## config.mk

```make
export PLATFORM = sky130hd
export DESIGN_NAME = pfg_ce_gate
export DESIGN_NICKNAME = d
export VERILOG_FILES = /design/src/rtl/pfg_pkg.sv /design/src/rtl/pfg_status_flags.sv /design/src/rtl/pfg_grace_timer.sv /design/src/rtl/pfg_gate_fsm.sv /design/src/rtl/pfg_ce_gate.sv
export SDC_FILE = /design/constraint.sdc
export NUM_CORES = 1
export LEC_CHECK = 0
export CORE_UTILIZATION = 40
export DETAILED_ROUTE_END_ITERATION = 10
export GPL_TIMING_DRIVEN = 0
export PLACE_DENSITY = 0.66
export SYNTH_ARGS = -nofsm -noshare
export SYNTH_HDL_FRONTEND = slang
export SYNTH_SLANG_ARGS = --single-unit
```

## constraint.sdc

```tcl
create_clock -name clk -period 4.05 [get_ports clk]
set_clock_uncertainty 0.2 [all_clocks]
set_input_delay 1.215 -clock clk [delete_from_list [all_inputs] [get_ports clk]]
set_output_delay 1.215 -clock clk [all_outputs]
set_load 0.1 [all_outputs]
```

## src/rtl/pfg_pkg.sv

```systemverilog
package pfg_pkg;

    typedef enum logic [1:0] {
        GATE_PASS = 2'd0,
        GATE_HOLD = 2'd1,
        GATE_SHUT = 2'd2
    } gate_st_e;

    typedef struct packed {
        logic supply_ok;
        logic batt_above;
        logic sup_rst;
        logic ce_in_n;
    } pwr_in_t;

    typedef struct packed {
        logic fault;
        logic backup;
    } fault_t;

    function automatic fault_t classify(input pwr_in_t i);
        fault_t f;
        f.fault  = !i.supply_ok || i.sup_rst;
        f.backup = !i.supply_ok && i.batt_above;
        return f;
    endfunction

    function automatic logic batt_next(input logic cur, input pwr_in_t i);
        if (!i.supply_ok && i.batt_above)
            return 1'b1;
        else if (i.supply_ok && !i.batt_above)
            return 1'b0;
        else
            return cur;
    endfunction

    function automatic int unsigned cnt_width(input int unsigned n);
        return (n > 1) ? $clog2(n) : 1;
    endfunction

endpackage

```

## src/rtl/pfg_status_flags.sv

```systemverilog
module pfg_status_flags
    import pfg_pkg::*;
(
    input  logic    clk,
    input  logic    rst,
    input  pwr_in_t pin,
    output logic    low_line_n,
    output logic    batt_on
);

    always_ff @(posedge clk) begin
        if (rst) begin
            low_line_n <= 1'b0;
            batt_on    <= 1'b0;
        end else begin
            low_line_n <= pin.supply_ok;
            batt_on    <= batt_next(batt_on, pin);
        end
    end

endmodule

```

## src/rtl/pfg_grace_timer.sv

```systemverilog
module pfg_grace_timer
    import pfg_pkg::*;
#(
    parameter int unsigned GRACE_CYC = 1500
) (
    input  logic clk,
    input  logic rst,
    input  logic clr,
    input  logic run,
    output logic expired
);

    localparam int unsigned CW = cnt_width(GRACE_CYC);
    localparam logic [CW-1:0] LAST = CW'(GRACE_CYC - 1);

    logic [CW-1:0] cnt_q;

    always_ff @(posedge clk) begin
        if (rst || clr)
            cnt_q <= '0;
        else if (run && cnt_q != LAST)
            cnt_q <= cnt_q + 1'b1;
    end

    assign expired = (cnt_q == LAST);

endmodule

```

## src/rtl/pfg_gate_fsm.sv

```systemverilog
module pfg_gate_fsm
    import pfg_pkg::*;
(
    input  logic    clk,
    input  logic    rst,
    input  pwr_in_t pin,
    input  fault_t  flt,
    input  logic    expired,
    output logic    ce_out_n,
    output logic    tmr_clr,
    output logic    tmr_run
);

    gate_st_e st_q, st_d;
    logic     ce_d;

    always_comb begin
        st_d    = st_q;
        ce_d    = 1'b1;
        tmr_clr = 1'b0;
        tmr_run = 1'b0;
        unique case (st_q)
            GATE_PASS: begin
                if (!flt.fault) begin
                    ce_d = pin.ce_in_n;
                end else if (!ce_out_n && !pin.ce_in_n && !flt.backup) begin
                    st_d    = GATE_HOLD;
                    ce_d    = 1'b0;
                    tmr_clr = 1'b1;
                end else begin
                    st_d = GATE_SHUT;
                end
            end
            GATE_HOLD: begin
                if (!flt.fault) begin
                    st_d = GATE_PASS;
                    ce_d = pin.ce_in_n;
                end else if (pin.ce_in_n || expired || flt.backup) begin
                    st_d = GATE_SHUT;
                end else begin
                    ce_d    = 1'b0;
                    tmr_run = 1'b1;
                end
            end
            default: begin
                if (!flt.fault) begin
                    st_d = GATE_PASS;
                    ce_d = pin.ce_in_n;
                end
            end
        endcase
    end

    always_ff @(posedge clk) begin
        if (rst) begin
            st_q     <= GATE_SHUT;
            ce_out_n <= 1'b1;
        end else begin
            st_q     <= st_d;
            ce_out_n <= ce_d;
        end
    end

endmodule

```

## src/rtl/pfg_ce_gate.sv

```systemverilog
module pfg_ce_gate
    import pfg_pkg::*;
#(
    parameter int unsigned GRACE_CYC = 1500
) (
    input  logic clk,
    input  logic rst,
    input  logic supply_ok,
    input  logic batt_above,
    input  logic sup_rst,
    input  logic ce_in_n,
    output logic ce_out_n,
    output logic low_line_n,
    output logic batt_on
);

    pwr_in_t pin;
    fault_t  flt;
    logic    tmr_clr, tmr_run, expired;

    always_comb begin
        pin.supply_ok  = supply_ok;
        pin.batt_above = batt_above;
        pin.sup_rst    = sup_rst;
        pin.ce_in_n    = ce_in_n;
        flt            = classify(pin);
    end

    pfg_status_flags u_flags (
        .clk        (clk),
        .rst        (rst),
        .pin        (pin),
        .low_line_n (low_line_n),
        .batt_on    (batt_on)
    );

    pfg_grace_timer #(.GRACE_CYC(GRACE_CYC)) u_timer (
        .clk     (clk),
        .rst     (rst),
        .clr     (tmr_clr),
        .run     (tmr_run),
        .expired (expired)
    );

    pfg_gate_fsm u_fsm (
        .clk      (clk),
        .rst      (rst),
        .pin      (pin),
        .flt      (flt),
        .expired  (expired),
        .ce_out_n (ce_out_n),
        .tmr_clr  (tmr_clr),
        .tmr_run  (tmr_run)
    );

endmodule

```

==> results of run 1 <==
[routing by layer]
| metal | wire length, microns | share of wire [%] | track usage, % |
|---|---|---|---|
| met4 | 14 | 0.83 | 6.86 |
| met2 | 763 | 45 | 29.4 |
| met5 | 0 | 0 | 0 |
| met1 | 799 | 47 | 22.7 |
| met3 | 107 | 6.4 | 6.92 |
[registers in the layout, indices dropped and copies added (netlist names)]
register and count:
u_fsm.st_q 2, u_flags.batt_on 1, u_timer.cnt_q 11, u_fsm.ce_out_n 1, u_flags.low_line_n 1
[power by group]
part	internal, mW	total [mW]	switching [mW]
combinational	0.0105	0.0302	0.0197
sequential	0.159	0.160	0.000830
clock	0.0549	0.107	0.0521
total	0.224	0.297	0.0726
[final timing paths]
check | startpoint | slack [ns] | cells after the start | end
min | u_timer.cnt_q[7] | 0.29 | 2 | u_timer.cnt_q[7]
max | supply_ok | 0.77 | 7 | u_timer.cnt_q[4]
max reg2reg | u_timer.cnt_q[0] | 1.97 | 5 | u_timer.cnt_q[10]
min reg2reg | u_timer.cnt_q[7] | 0.29 | 2 | u_timer.cnt_q[7]
[layout make-up]
| class | count | area (sq um) | share of cell area [%] |
|---|---|---|---|
| buffer | 1 | 3.75 | 0.391 |
| clock buffer | 4 | 36.3 | 3.78 |
| inverter | 3 | 11.3 | 1.17 |
| multi-input combinational | 72 | 478 | 49.7 |
| sequential | 16 | 320 | 33.3 |
| tap | 25 | 31.3 | 3.26 |
| timing repair buffer | 8 | 80.1 | 8.33 |
[stage by stage]
stage / total power, mW / utilization, %
after floorplan: 0.183 / -
after global placement: 0.193 / 50.8
after detailed placement: 0.194 / 50.8
after CTS: 0.301 / 52.8
after global routing: 0.311 / 52.8
final: 0.297 / 52.8
[cell families (layout without fill, tap and decap cells)]
kind of cell             after synthesis  after routing
AO/OA/AOI/OAI                         23             23
XOR/XNOR                               1              1
adder cells (fa/ha/maj)                2              2
buffers and inverters                  4             16
flip-flops                            16             16
multiplexers                           4              4
AND/OR/NAND/NOR                       42             42
[cell usage in the layout, fill, tap and decap left out, types with 4 or more instances in the layout]
master,synthesis,final
dfxtp_1,16,16
clkdlybuf4s50_1,0,8
nand4_1,4,4
a21oi_1,7,7
o21ai_0,5,5
nand2_1,8,8
nand2b_1,4,4
mux2i_1,4,4
nor2_1,5,5
[worst register-to-register path, cell delays in order (launching register included)]
cell      delay [ns]
dfxtp_1         0.41
ha_1            0.26
nor4bb_1        0.36
nand4_1         0.26
or3_1           0.40
a21oi_1         0.13
==> impl_metrics.tcl, run 1 <==
set metrics [dict create \
    p_leak_nw 0.338 \
    die_y_microns 47.1 \
    hold_viol 0 \
    grt_pass1_vias 663 \
    period_minus_slack_ns 3.28 \
    clk_latency_ns 0.30 \
    yosys.area_share.xor_xnor_pct 1.08 \
    cp_max_fo 10 \
    core_sq_um 1820 \
    end_kind "flop" \
    hp-class "reg2reg" \
    cpPeakStageDelay_ns 0.49 \
    totalWireLength_microns 1680 \
    yosysTopAreaCell "dfxtp_1" \
    viasPerCell 5.78 \
    syn_to_final_growth_pct 18.2 \
    slowest_stage "clkdlybuf4s50_1" \
    synth_top_area_share_pct 39.4 \
    synth_fa_ha_area_share_pct 3.08 \
    design_area_sq_um 961 \
    dp_hpwl_microns 1230 \
    first_pass_iters 4 \
    cts_hold_buf 0 \
    detail-route-antenna-nets 0 \
    post-route-period-util_pct 80.9 \
    cp_top_family "simple AND/OR/NAND/NOR gates" \
    netlist_top_cells_count "dfxtp_1, nand2_1, a21oi_1" \
    syn_avg_cell_area_sq_um 8.84 \
    required_ns 4.08 \
    cts.sinks 16 \
    post-place-ws_ns 0.479 \
    wire_per_inst_microns 13.1 \
    synth_top_family_by_area "simple AND/OR/NAND/NOR gates" \
    synthMuxAreaShare_pct 4.92 \
    fmax_mhz 305 \
    cts_buffers 3 \
    path_buf_inv 2 \
    crit_type "in2reg" \
    synth_edf_count 0 \
    seq_area_frac_synth_pct 39.4 \
    place_inst 125 \
    nets 113 \
    maxCapViolations 0 \
    drc 0 \
    die_x_microns 47.1 \
    cts_tree "yes" \
    grt_max_degree 11 \
    diodes 0 \
    finalNonFillerCells 129 \
    final_max_slew_viol_count 0 \
    drive_above_1_share_pct 6.73 \
    grtUsageTotal_pct 18.4 \
    yosys_warnings 0 \
    yosysMostFrequentCell "dfxtp_1" \
    cts.repair.resized 0 \
    numPortBuffers 8 \
    arrival_ns 3.31 \
    place_area_sq_um 925 \
    synth_area_sq_um 813 \
    root_buffer "clkbuf_4" \
    fin_hold_ws_ns 0.285 \
    vias 745 \
    fill_cells 174 \
    rsz0062_at_grt "no" \
    status "finished clean" \
    gp_congestion 0.853 \
    rows 15 \
    cts.reportedPaths.clkPinSlew_ns 0.08 \
    synth-compound-area-share_pct 18.6 \
    initial_core_util_pct 44.7 \
    worst_pin_slew_ns 0.961 \
    syn_inst 92 \
    relSlewSlack_pct 35.7 \
    fp.dieArea_sq_um 2220 \
    ctsLongestPathBuffers 2 \
    yosys_most_used_dff "dfxtp_1" \
    startpoint_type "input port" \
    vdd_drop_max_mv 0.240 \
    ys_ff_latch 16 \
    ys_top_cells_by_area "dfxtp_1, mux2i_1, a21oi_1" \
    crit_path_cell_trace "clkdlybuf4s50_1 > inv_1 > ha_1 > or3b_4 > a31o_4 > or4_1 > a21oi_1" \
    synth_simple_gate_area_share_pct 31.1 \
    drt-initial-drc-count 15 \
    tns_ns 0 \
    final-setup-viol-count 0 \
    synth_nets 100 \
    antenna_found_initial 0 \
    cts_setup_buffers 0 \
    powerDensity_nw_per_um2 309 \
    boundaryPins 9 \
    htreeDepth 1 \
    async_flop_share_pct 0 \
    setup_ws_ns 0.774 \
    ys_types 31 \
    grt_pass1_wl_microns 2820 \
    overflow 0 \
]
No activity file was read; power rests on OpenSTA's default activity.
==> run 2: changes to the inputs <==
--- a/config.mk
+++ b/config.mk
@@ -8,7 +8,7 @@
 export CORE_UTILIZATION = 40
 export DETAILED_ROUTE_END_ITERATION = 10
 export GPL_TIMING_DRIVEN = 0
-export PLACE_DENSITY = 0.66
+export PLACE_DENSITY = 0.68
 export SYNTH_ARGS = -nofsm -noshare
 export SYNTH_HDL_FRONTEND = slang
 export SYNTH_SLANG_ARGS = --single-unit
==> constraint.sdc (replaced) <==
create_clock -name clk -period 2.85 [get_ports clk]
set_clock_uncertainty 0.2 [all_clocks]
set_input_delay 0.855 -clock clk [delete_from_list [all_inputs] [get_ports clk]]
set_output_delay 0.855 -clock clk [all_outputs]
set_load 0.1 [all_outputs]
==> run 2 against run 1 <==
Against the previous run: sequential power is 42% higher; die area stayed put; total power is 29% higher; largest cell class unchanged; combinational power is 42% higher; highest routed layer unchanged; critical path depth is 6 lower; largest power group unchanged; via count is 1.1% lower; register-to-register slack worse by 1.2 ns; non-clock buffer count stayed put.
==> impl_metrics.tcl, run 2 (synthesis gave the netlist of run 1 again) <==
set metrics [dict create \
    reg2reg_to "u_timer.cnt_q[10]" \
    diodes 0 \
    tns_ns 0 \
    relSlewSlack_pct 35.3 \
    path_buf_inv 1 \
    required_ns 1.80 \
    arrival_ns 1.74 \
    final-setup-viol-count 0 \
    powerDensity_nw_per_um2 403 \
    fp.dieArea_sq_um 2220 \
    cpPeakStageDelay_ns 1.13 \
    vias 737 \
    status "finished clean" \
    core_sq_um 1820 \
    fill_cells 180 \
    viasPerCell 5.76 \
    wire_per_inst_microns 13.0 \
    hp-class "reg2reg" \
    cp_top_family "buffers and inverters" \
    initial_core_util_pct 44.7 \
    first_pass_iters 4 \
    rows 15 \
    post-route-period-util_pct 98.2 \
    reg_top3 "u_timer.cnt_q (11), u_fsm.st_q (2)" \
    rr_worst_depth 5 \
    hold_end "u_timer.cnt_q[8]" \
    drive_above_1_share_pct 6.80 \
    rsz0062_at_grt "no" \
    cts_buffers 3 \
    grt_max_degree 11 \
    overflow 0 \
    startpoint_type "flop" \
    place_area_sq_um 925 \
    hold_viol 0 \
    regMostFlops "u_timer.cnt_q" \
    post-place-ws_ns -0.411 \
    place_inst 125 \
    final_common_cell "dfxtp_1" \
    fin_util_pct 52.2 \
    final_max_slew_viol_count 0 \
    htreeDepth 1 \
    power_uw 383 \
    vdd_drop_max_mv 0.207 \
    clk_latency_ns 0.28 \
    r2r-start "u_timer.cnt_q[0]" \
    crit_path_cell_trace "clkdlybuf4s50_1" \
    cts_setup_buffers 0 \
    largest_reg_flops 11 \
    multiInputGateArea_sq_um 480 \
    period_minus_slack_ns 2.80 \
    hold_start "u_timer.cnt_q[8]" \
    maxCapViolations 0 \
    antenna_found_initial 0 \
    die_y_microns 47.1 \
    fmax_mhz 357 \
    root_buffer "clkbuf_4" \
    drc 0 \
    die_x_microns 47.1 \
    cp_max_fo 2 \
    cts.reportedPaths.clkPinSlew_ns 0.08 \
    cts_tree "yes" \
    dp_hpwl_microns 1260 \
    ctsLongestPathBuffers 2 \
    totalWireLength_microns 1670 \
    drt-initial-drc-count 7 \
    grt_pass1_wl_microns 2760 \
    detail-route-antenna-nets 0 \
    grtUsageTotal_pct 18.2 \
    finalNonFillerCells 128 \
    nets 113 \
    end_kind "primary output" \
    min_path_cells 2 \
    cts.sinks 16 \
    crit_type "reg2out" \
    setup_ws_ns 0.0525 \
    r2r_setup_slack_ns 0.77 \
    syn_to_final_growth_pct 16.9 \
    worst_pin_slew_ns 0.968 \
    gp_congestion 0.822 \
    boundaryPins 9 \
    design_area_sq_um 951 \
    p_leak_nw 0.348 \
    ff_latch_area_sq_um 320 \
    fin_hold_ws_ns 0.287 \
    final_cell_mix "dfxtp_1, nand2_1, a21oi_1" \
    slowest_stage "clkdlybuf4s50_1" \
    grt_pass1_vias 668 \
    numPortBuffers 8 \
]
[run 2: changes by cell type in the layout (fill, tap and decap cells not counted)]
cell             change
clkbuf_8             -1
clkdlybuf4s50_1      -2
dlymetal6s2s_1       +1
ha_1                 -1
dlygate4sd2_1        +1
ha_2                 +1
[run 2: how the worst max path moves through the flow]
stage / start / to / slack, ns / cells after the start
final: u_fsm.ce_out_n / ce_out_n / 0.05 / 1
after global routing: u_fsm.ce_out_n / ce_out_n / 0.0004 / 1
after CTS: u_flags.batt_on / batt_on / 0.04 / 1
after detailed placement: supply_ok / u_timer.cnt_q[4] / -0.41 / 7
after global placement: supply_ok / u_timer.cnt_q[4] / -0.37 / 7
after floorplan: supply_ok / u_timer.cnt_q[4] / 0.25 / 6
[run 2: layout make-up]
class	count	share of cell area, %
multi-input cells	72	50.5
flip-flops and latches	16	33.7
repair buffers	8	8.55
well taps	25	3.29
clock buffers	3	2.37
inverters	3	1.18
plain buffers	1	0.395
[run 2: power breakdown]
group / switching (mW) / internal, mW
Combinational: 0.0281 / 0.0147
Clock: 0.0645 / 0.0490
Sequential: 0.00112 / 0.226
Total: 0.0937 / 0.290
[run 2: timing repair]
item / CTS / global route
setup endpoints to repair: 5 / 1
gates cloned: 0 / 0
resized for setup: 2 / 1
hold buffers: 0 / 0
pin swaps: 0 / 0
[run 2: layer usage]
metal | up-vias | part of all wire (%) | global-route usage, %
met4 | 0 | 2.3 | 10.3
met3 | 4 | 3.9 | 3.46
met5 | - | 0 | 0
met2 | 13 | 45 | 30.0
li1 | 374 | - | -
met1 | 346 | 49 | 22.1
[run 2: tightest hold or removal path, stage by stage, from the launching register on]
cell     delay (ns)
dfxtp_1        0.32
o21ai_0        0.07
a21oi_1        0.06
